[src/rtl/updn_pkg.sv]
package updn_pkg;
  localparam int unsigned STAGE_W = 4;

  typedef enum logic [1:0] {
    OP_HOLD,
    OP_LOAD,
    OP_UP,
    OP_DOWN
  } cnt_op_e;
endpackage

[src/rtl/updn_next_state.sv]
module updn_next_state
  import updn_pkg::*;
#(
  parameter int unsigned W = STAGE_W
) (
  input  logic [W-1:0] cur_i,
  input  logic [W-1:0] data_i,
  input  logic         load_ni,
  input  logic         en_par_ni,
  input  logic         en_trk_ni,
  input  logic         up_i,
  output logic [W-1:0] next_o
);
  cnt_op_e op;

  // load wins over counting
  always_comb begin
    if (!load_ni)                    op = OP_LOAD;
    else if (!en_par_ni && !en_trk_ni) op = up_i ? OP_UP : OP_DOWN;
    else                             op = OP_HOLD;
  end

  always_comb begin
    unique case (op)
      OP_LOAD: next_o = data_i;
      OP_UP:   next_o = cur_i + W'(1);
      OP_DOWN: next_o = cur_i - W'(1);
      default: next_o = cur_i;
    endcase
  end
endmodule

[src/rtl/updn_terminal_detect.sv]
module updn_terminal_detect
  import updn_pkg::*;
#(
  parameter int unsigned W = STAGE_W
) (
  input  logic [W-1:0] cur_i,
  input  logic         up_i,
  input  logic         en_trk_ni,
  output logic         carry_no
);
  localparam logic [W-1:0] TOP = '1;
  localparam logic [W-1:0] BOT = '0;

  logic at_term;

  always_comb begin
    at_term  = up_i ? (cur_i == TOP) : (cur_i == BOT);
    carry_no = ~(~en_trk_ni & at_term);
  end
endmodule

[src/rtl/updn_stage.sv]
module updn_stage
  import updn_pkg::*;
#(
  parameter int unsigned W = STAGE_W
) (
  input  logic         clk_i,
  input  logic         rst_ni,
  input  logic         load_ni,
  input  logic         en_par_ni,
  input  logic         en_trk_ni,
  input  logic         up_i,
  input  logic [W-1:0] data_i,
  output logic [W-1:0] count_o,
  output logic         carry_no
);
  logic [W-1:0] cnt_q;
  logic [W-1:0] cnt_d;

  updn_next_state #(.W(W)) i_next (
    .cur_i     (cnt_q),
    .data_i    (data_i),
    .load_ni   (load_ni),
    .en_par_ni (en_par_ni),
    .en_trk_ni (en_trk_ni),
    .up_i      (up_i),
    .next_o    (cnt_d)
  );

  updn_terminal_detect #(.W(W)) i_term (
    .cur_i     (cnt_q),
    .up_i      (up_i),
    .en_trk_ni (en_trk_ni),
    .carry_no  (carry_no)
  );

  always_ff @(posedge clk_i or negedge rst_ni) begin
    if (!rst_ni) cnt_q <= '0;
    else         cnt_q <= cnt_d;
  end

  assign count_o = cnt_q;

  AST_LOAD_WINS: assert property (@(posedge clk_i) disable iff (!rst_ni)
    !load_ni |=> count_o == $past(data_i));
  AST_STEP_UP: assert property (@(posedge clk_i) disable iff (!rst_ni)
    (load_ni && !en_par_ni && !en_trk_ni && up_i) |=> count_o == W'($past(count_o) + W'(1)));
  AST_STEP_DOWN: assert property (@(posedge clk_i) disable iff (!rst_ni)
    (load_ni && !en_par_ni && !en_trk_ni && !up_i) |=> count_o == W'($past(count_o) - W'(1)));
  AST_HOLD: assert property (@(posedge clk_i) disable iff (!rst_ni)
    (load_ni && (en_par_ni || en_trk_ni)) |=> $stable(count_o));
  AST_CARRY_NEEDS_TRK: assert property (@(posedge clk_i) disable iff (!rst_ni)
    !carry_no |-> !en_trk_ni);
endmodule

[src/rtl/updn_counter_chain.sv]
module updn_counter_chain
  import updn_pkg::*;
#(
  parameter int unsigned NUM_STAGES = 3
) (
  input  logic                            clk_i,
  input  logic                            rst_ni,
  input  logic                            load_ni,
  input  logic                            en_par_ni,
  input  logic                            en_trk_ni,
  input  logic                            up_i,
  input  logic [NUM_STAGES*STAGE_W-1:0]   data_i,
  output logic [NUM_STAGES*STAGE_W-1:0]   count_o,
  output logic                            carry_no
);
  localparam int unsigned TOTAL_W = NUM_STAGES * STAGE_W;
  localparam logic [TOTAL_W-1:0] ALL_ONES = '1;

  // trk_n[k] is the trickle enable of stage k; trk_n[NUM_STAGES] is the chain carry
  logic [NUM_STAGES:0] trk_n;
  assign trk_n[0] = en_trk_ni;

  for (genvar g = 0; g < NUM_STAGES; g++) begin : g_stage
    updn_stage #(.W(STAGE_W)) i_stage (
      .clk_i     (clk_i),
      .rst_ni    (rst_ni),
      .load_ni   (load_ni),
      .en_par_ni (en_par_ni),
      .en_trk_ni (trk_n[g]),
      .up_i      (up_i),
      .data_i    (data_i[g*STAGE_W +: STAGE_W]),
      .count_o   (count_o[g*STAGE_W +: STAGE_W]),
      .carry_no  (trk_n[g+1])
    );
  end

  assign carry_no = trk_n[NUM_STAGES];

  AST_CHAIN_UP: assert property (@(posedge clk_i) disable iff (!rst_ni)
    (load_ni && !en_par_ni && !en_trk_ni && up_i) |=> count_o == TOTAL_W'($past(count_o) + TOTAL_W'(1)));
  AST_CHAIN_DOWN: assert property (@(posedge clk_i) disable iff (!rst_ni)
    (load_ni && !en_par_ni && !en_trk_ni && !up_i) |=> count_o == TOTAL_W'($past(count_o) - TOTAL_W'(1)));
  AST_CHAIN_CARRY: assert property (@(posedge clk_i) disable iff (!rst_ni)
    !carry_no |-> (count_o == (up_i ? ALL_ONES : '0)));
endmodule

[config.mk]
export PLATFORM = sky130hd
export DESIGN_NAME = updn_counter_chain
export DESIGN_NICKNAME = d
export VERILOG_FILES = /design/src/rtl/updn_pkg.sv /design/src/rtl/updn_next_state.sv /design/src/rtl/updn_terminal_detect.sv /design/src/rtl/updn_stage.sv /design/src/rtl/updn_counter_chain.sv
export SDC_FILE = /design/constraint.sdc
export NUM_CORES = 1
export LEC_CHECK = 0
export BUFFER_PORTS_ARGS = -buffer_cell sky130_fd_sc_hd__buf_2
export CAP_MARGIN = 25
export CORE_UTILIZATION = 54
export CTS_CLUSTER_SIZE = 25
export DETAILED_ROUTE_END_ITERATION = 8
export PLACE_DENSITY = 0.84
export REMOVE_ABC_BUFFERS = 1
export SLEW_MARGIN = 20
export SYNTH_ARGS = -nofsm -noshare
export SYNTH_HDL_FRONTEND = slang
export SYNTH_SLANG_ARGS = --single-unit
[constraint.sdc]
create_clock -name clk_i -period 5.66 [get_ports clk_i]
set_clock_uncertainty 0.05 [all_clocks]
set_input_delay 0.566 -clock clk_i [delete_from_list [all_inputs] [get_ports clk_i]]
set_output_delay 0.566 -clock clk_i [all_outputs]
set_load 0.02 [all_outputs]
Word-level counts from Yosys, hierarchy flattened --
Cells that the tools add are included.
Operators by class: add/sub/neg operators 6, eq/ne operators 12, mux-type cells 13, bitwise gates (word level) 5, reduce and logical (&&, ||, !) cells 11
Operators with widths (number):
- one-hot mux 4 bit (3 select lines) | 3
- adder 4 x 1 -> 4 bit (second input constant) | 3
- equality test 2 bit (second input constant) | 6
- equality test 4 bit (second input constant) | 3
- logical NOT 4 bit | 3
- two-way mux 2 bit | 6
- subtractor 4 x 1 -> 4 bit (second input constant) | 3
- nonzero test 3 bit | 3
- equality test 2 x 1 -> 1 bit (second input constant) | 3
- two-way mux 1 bit | 4
- bitwise AND 1 bit | 3
- logical AND 1 bit | 3
- logical NOT 1 bit | 2
- NOT 1 bit | 2
Word-level totals: flip-flop bits (word level) 12, input bits 18, logic and storage cells 50

Logic depth before layout (Yosys ltp) --
word-level depth 9, mapped depth 12

Hierarchy --
From an unflattened synthesis, not the netlist that was laid out.
Second synthesis, totals: cells, all modules 129, area, all modules 1066.0 sq um
Modules (own cells, without submodules):
- updn_next_state | times used 3, cells an instance 34, area each 216.5 sq um
- updn_stage | times used 3, cells an instance 4, area each 100.1 sq um
- updn_terminal_detect | times used 3, cells an instance 5, area each 38.8 sq um

Worst setup path after synthesis --
OpenSTA, ideal clock, no wires.
path kind input to register, from input port up_i, to register g_stage[1].i_stage.cnt_q[3], arrival time 2.408 ns, required time 5.473 ns, slack 3.065 ns, cell stages on the path 11, path through buf_6 or3_4 o22ai_4 nand2_1 inv_1 ha_1 a21oi_1 a21boi_0 o211ai_2 xor2_1 a21oi_1
On the way: cells in the longest elaborated chain, start to end 7
RTL lines:
- start: declaration | RTL line updn_counter_chain.sv:11 | input logic up_i,
- two-way mux 1 bit | RTL line updn_terminal_detect.sv:17 | at_term = up_i ? (cur_i == TOP) : (cur_i == BOT);
- bitwise AND 1 bit | RTL line updn_terminal_detect.sv:18 | carry_no = ~(~en_trk_ni & at_term);
- logical AND 1 bit | RTL line updn_next_state.sv:19 | else if (!en_par_ni && !en_trk_ni) op = up_i ? OP_UP : OP_DOWN;
- two-way mux 2 bit * | RTL line updn_next_state.sv:19
- two-way mux 2 bit * | RTL line updn_next_state.sv:18 | if (!load_ni) op = OP_LOAD;
- equality test 2 bit / equality test 2 x 1 -> 1 bit (equally long branches) | RTL line updn_next_state.sv:24 | unique case (op)
- one-hot mux 4 bit (3 select lines) / nonzero test 3 bit (equally long branches)
- end signal: assignment | RTL line updn_stage.sv:38 | else cnt_q <= cnt_d;
- end: declaration | RTL line updn_stage.sv:16 | logic [W-1:0] cnt_q;
Every way passes the cells marked *; elsewhere a longest branch is shown, timed or not. A chain may end at the register's enable or synchronous reset.

Worst setup path after layout --
from register g_stage[1].i_stage.cnt_q[1], to register g_stage[2].i_stage.cnt_q[3]
On the way: cells in the longest elaborated chain, start to end 8
RTL lines (RTL line):
- equality test 4 bit / logical NOT 4 bit (equally long branches) | updn_terminal_detect.sv:17
- two-way mux 1 bit * | updn_terminal_detect.sv:17
- bitwise AND 1 bit * | updn_terminal_detect.sv:18
- logical AND 1 bit * | updn_next_state.sv:19
- two-way mux 2 bit * | updn_next_state.sv:19
- two-way mux 2 bit * | updn_next_state.sv:18
- equality test 2 bit / equality test 2 x 1 -> 1 bit (equally long branches) | updn_next_state.sv:24
- one-hot mux 4 bit (3 select lines) / nonzero test 3 bit (equally long branches)
- end signal: assignment | updn_stage.sv:38
- end: declaration | updn_stage.sv:16
Marks and branches as above.

==> reports/metrics.yaml <==
clock_tree:
  insertion_delay_ns: 0.27
  cts_root_buffer: "clkbuf_4"
  holdBufCountCts: 0
  cts_resized: 0
  numCtsBuffers: 3
  cts_tree: "yes"
  cts_buffer_depth: 2
  htree_levels: 1
  clk_pin_slew_worst_paths_ns: 0.08
  post_cts_buffers: 0
  cts_sinks: 12
route:
  wl_um: 2017
  firstDrtPassIters: 4
  wl_per_cell_um: 12.30
  ant_nets: 0
  via_count: 892
  drc: 0
  drt_iter0_drc: 34
  vias_per_cell: 5.439
floorplan:
  die_h_um: 45.06
  core_um2: 1727
  die_area_um2: 2030
  initial_utilization_pct: 57.97
  top_level_ports: 31
  rows: 15
  chipWidth_um: 45.06
power:
  ir_worst_vdd_mv: 0.1350
  p_per_area_nw_per_um2: 217.3
  total_power_uw: 259.9
  leakagePower_nw: 0.5936
critical_path:
  slowest_delay_ns: 0.55
  worstSetupEndpoint: "g_stage[2].i_stage.count_o[3]$_DFFE_PN0P_"
  arrival_ns: 2.71
  r2r-end: "g_stage[2].i_stage.count_o[3]$_DFFE_PN0P_"
  ff2ff_path_depth: 9
  cp_slowest_cell: "or4_1"
  rrSetupSlack_ns: 3.04
  crit_chain: "or4_1, mux2i_2, nand4_1, inv_1, ha_1, a21o_1, a21oi_1, xnor2_1, o221ai_1"
  path_max_fanout: 5
  worstSetupPathType: "flip-flop to flip-flop"
  required_ns: 5.75
  critical_path.startpoint: "g_stage[1].i_stage.count_o[1]$_DFFE_PN0P_"
  cp-start-kind: "flip-flop"
  r2r-start: "g_stage[1].i_stage.count_o[1]$_DFFE_PN0P_"
  cp-end-kind: "flip-flop"
cells_and_area:
  mostFrequentLayoutCells: "30 x buf_2, 12 x dfrtp_1, 11 x inv_1, 11 x a21oi_1, 10 x nor2_1"
  fill_cells: 144
  antenna_cells: 0
  synthToLayoutAreaGrowth_pct: 19.50
  largest_register_ffs: 12
  final_nets: 167
  layout_commonest_cell: "buf_2"
  regArea_um2: 300.3
  multi_input_area_um2: 633.1
  drive_gt1_share_pct: 35.97
  final_area_um2: 1196
global_route:
  grt_pass1_vias: 836
  grt_overflow: 0
  grt_use_total_pct: 23.74
  antenna_found_initial: 0
  grt_max_degree: 25
  grt_pass1_wl_um: 3505
timing:
  setup_ws_ns: 3.038
  period_share_pct: 46.33
  tns_ns: 0
  rsz0062_at_grt: "false"
  relSlewSlack_pct: 70.48
  finalMaxSlewViolations: 0
  setup_viol: 0
  max_freq_mhz: 381.4
  whs_ns: 0.1157
  worstMarginPinSlew_ns: 0.4424
  min_period_ns: 2.622
  hold_viol: 0
synthesis:
  yosysWarnings: 0
  avgSynthCellArea_um2: 9.183
  synthCells: 109
  synth_cell_types: 36
  ys_ff_latch: 12
  yosysSeqAreaShare_pct: 30.00
  syn-cell-area_um2: 1001
placed_design:
  place_area_um2: 1160
  dpl_worst_slack_ns: 2.841
  gp_congestion: 0.8558
  hpwl_um: 1522
  port_buffers: 30
hold_path:
  worst_hold_path_type: "primary input to async pin"
job:
  drv_cap: 0
outcome:
  status: "finished, final reports clean"
stage by stage:
step	std cells	util (%)
detailed placement	160	67.17
global route	164	69.28
CTS	164	69.28
finish	164	69.28
floorplan	105	-
global placement	160	67.17
cell type report:
| class | count | area share (%) |
|---|---|---|
| clock buffers | 4 | 3.033 |
| multi-input cells | 81 | 52.93 |
| inverters | 12 | 3.766 |
| well taps | 25 | 2.615 |
| flip-flops and latches | 12 | 25.10 |
| repair buffers | 30 | 12.55 |
logic make-up after synthesis:
logic type / Yosys count / synth area share [%]
compound gates: 22 / 15.25
xor+xnor: 10 / 8.751
fa+ha+maj: 9 / 13.50
buf+inv: 16 / 6.750
flops: 12 / 30.00
mux: 5 / 5.625
simple gates: 35 / 20.13
power breakdown:
part / total [mW] / internal [mW] / switching [mW]
Sequential: 0.107 / 0.0946 / 0.0128
Clock: 0.0680 / 0.0391 / 0.0289
Combinational: 0.0844 / 0.0371 / 0.0473
per-layer routing:
layer / global-route usage (%) / vias to the layer above / wire length [um]
li1: - / 439 / -
met5: 0 / - / 0
met1: 30.48 / 414 / 908
met4: 12.73 / 0 / 42
met2: 39.71 / 33 / 988
met3: 1.600 / 6 / 77
worst min path at each step:
stage	start	to	slack [ns]	cells past startpoint
after floorplan	rst_ni	g_stage[0].i_stage.count_o[0]$_DFFE_PN0P_	0.22	0
after global placement	rst_ni	g_stage[1].i_stage.count_o[0]$_DFFE_PN0P_	0.41	1
after detailed placement	rst_ni	g_stage[2].i_stage.count_o[1]$_DFFE_PN0P_	0.41	1
after CTS	rst_ni	g_stage[1].i_stage.count_o[1]$_DFFE_PN0P_	0.11	1
after global routing	rst_ni	g_stage[0].i_stage.count_o[1]$_DFFE_PN0P_	0.11	1
final	rst_ni	g_stage[0].i_stage.count_o[1]$_DFFE_PN0P_	0.12	1
Yosys cell counts (all sizes together):
cell type	instances	share of area, %
and3b	1	1.0
or2	2	1.2
and2b	1	0.88
nand3	7	4.0
nand4	3	1.9
nor2	11	4.4
ha	6	7.5
nand4b	1	0.88
mux2i	3	3.4
or4	2	1.6
nand2	4	1.8
xor2	3	2.6
o21ai	2	1.0
o211ai	1	1.2
a21boi	1	0.75
o221ai	3	2.6
fa	3	6.0
dfrtp	12	30
xnor2	7	6.1
inv	12	4.5
clkbuf	3	1.1
mux2	2	2.2
buf	1	1.1
o22ai	1	2.0
a21oi	11	5.5
or3	2	1.8
and3	1	0.75
a21o	2	1.5
a31oi	1	0.63
worst max-delay path, delay by kind of cell (launching register included):
kind | cells | cell delay (ns)
AO/OA/AOI/OAI | 3 | 0.45
AND/OR/NAND/NOR | 2 | 0.75
buffers and inverters | 1 | 0.14
XOR/XNOR | 1 | 0.14
flip-flops | 1 | 0.43
multiplexers | 1 | 0.29
adder cells (fa/ha/maj) | 1 | 0.24
Power figures use the tool's default switching activity.
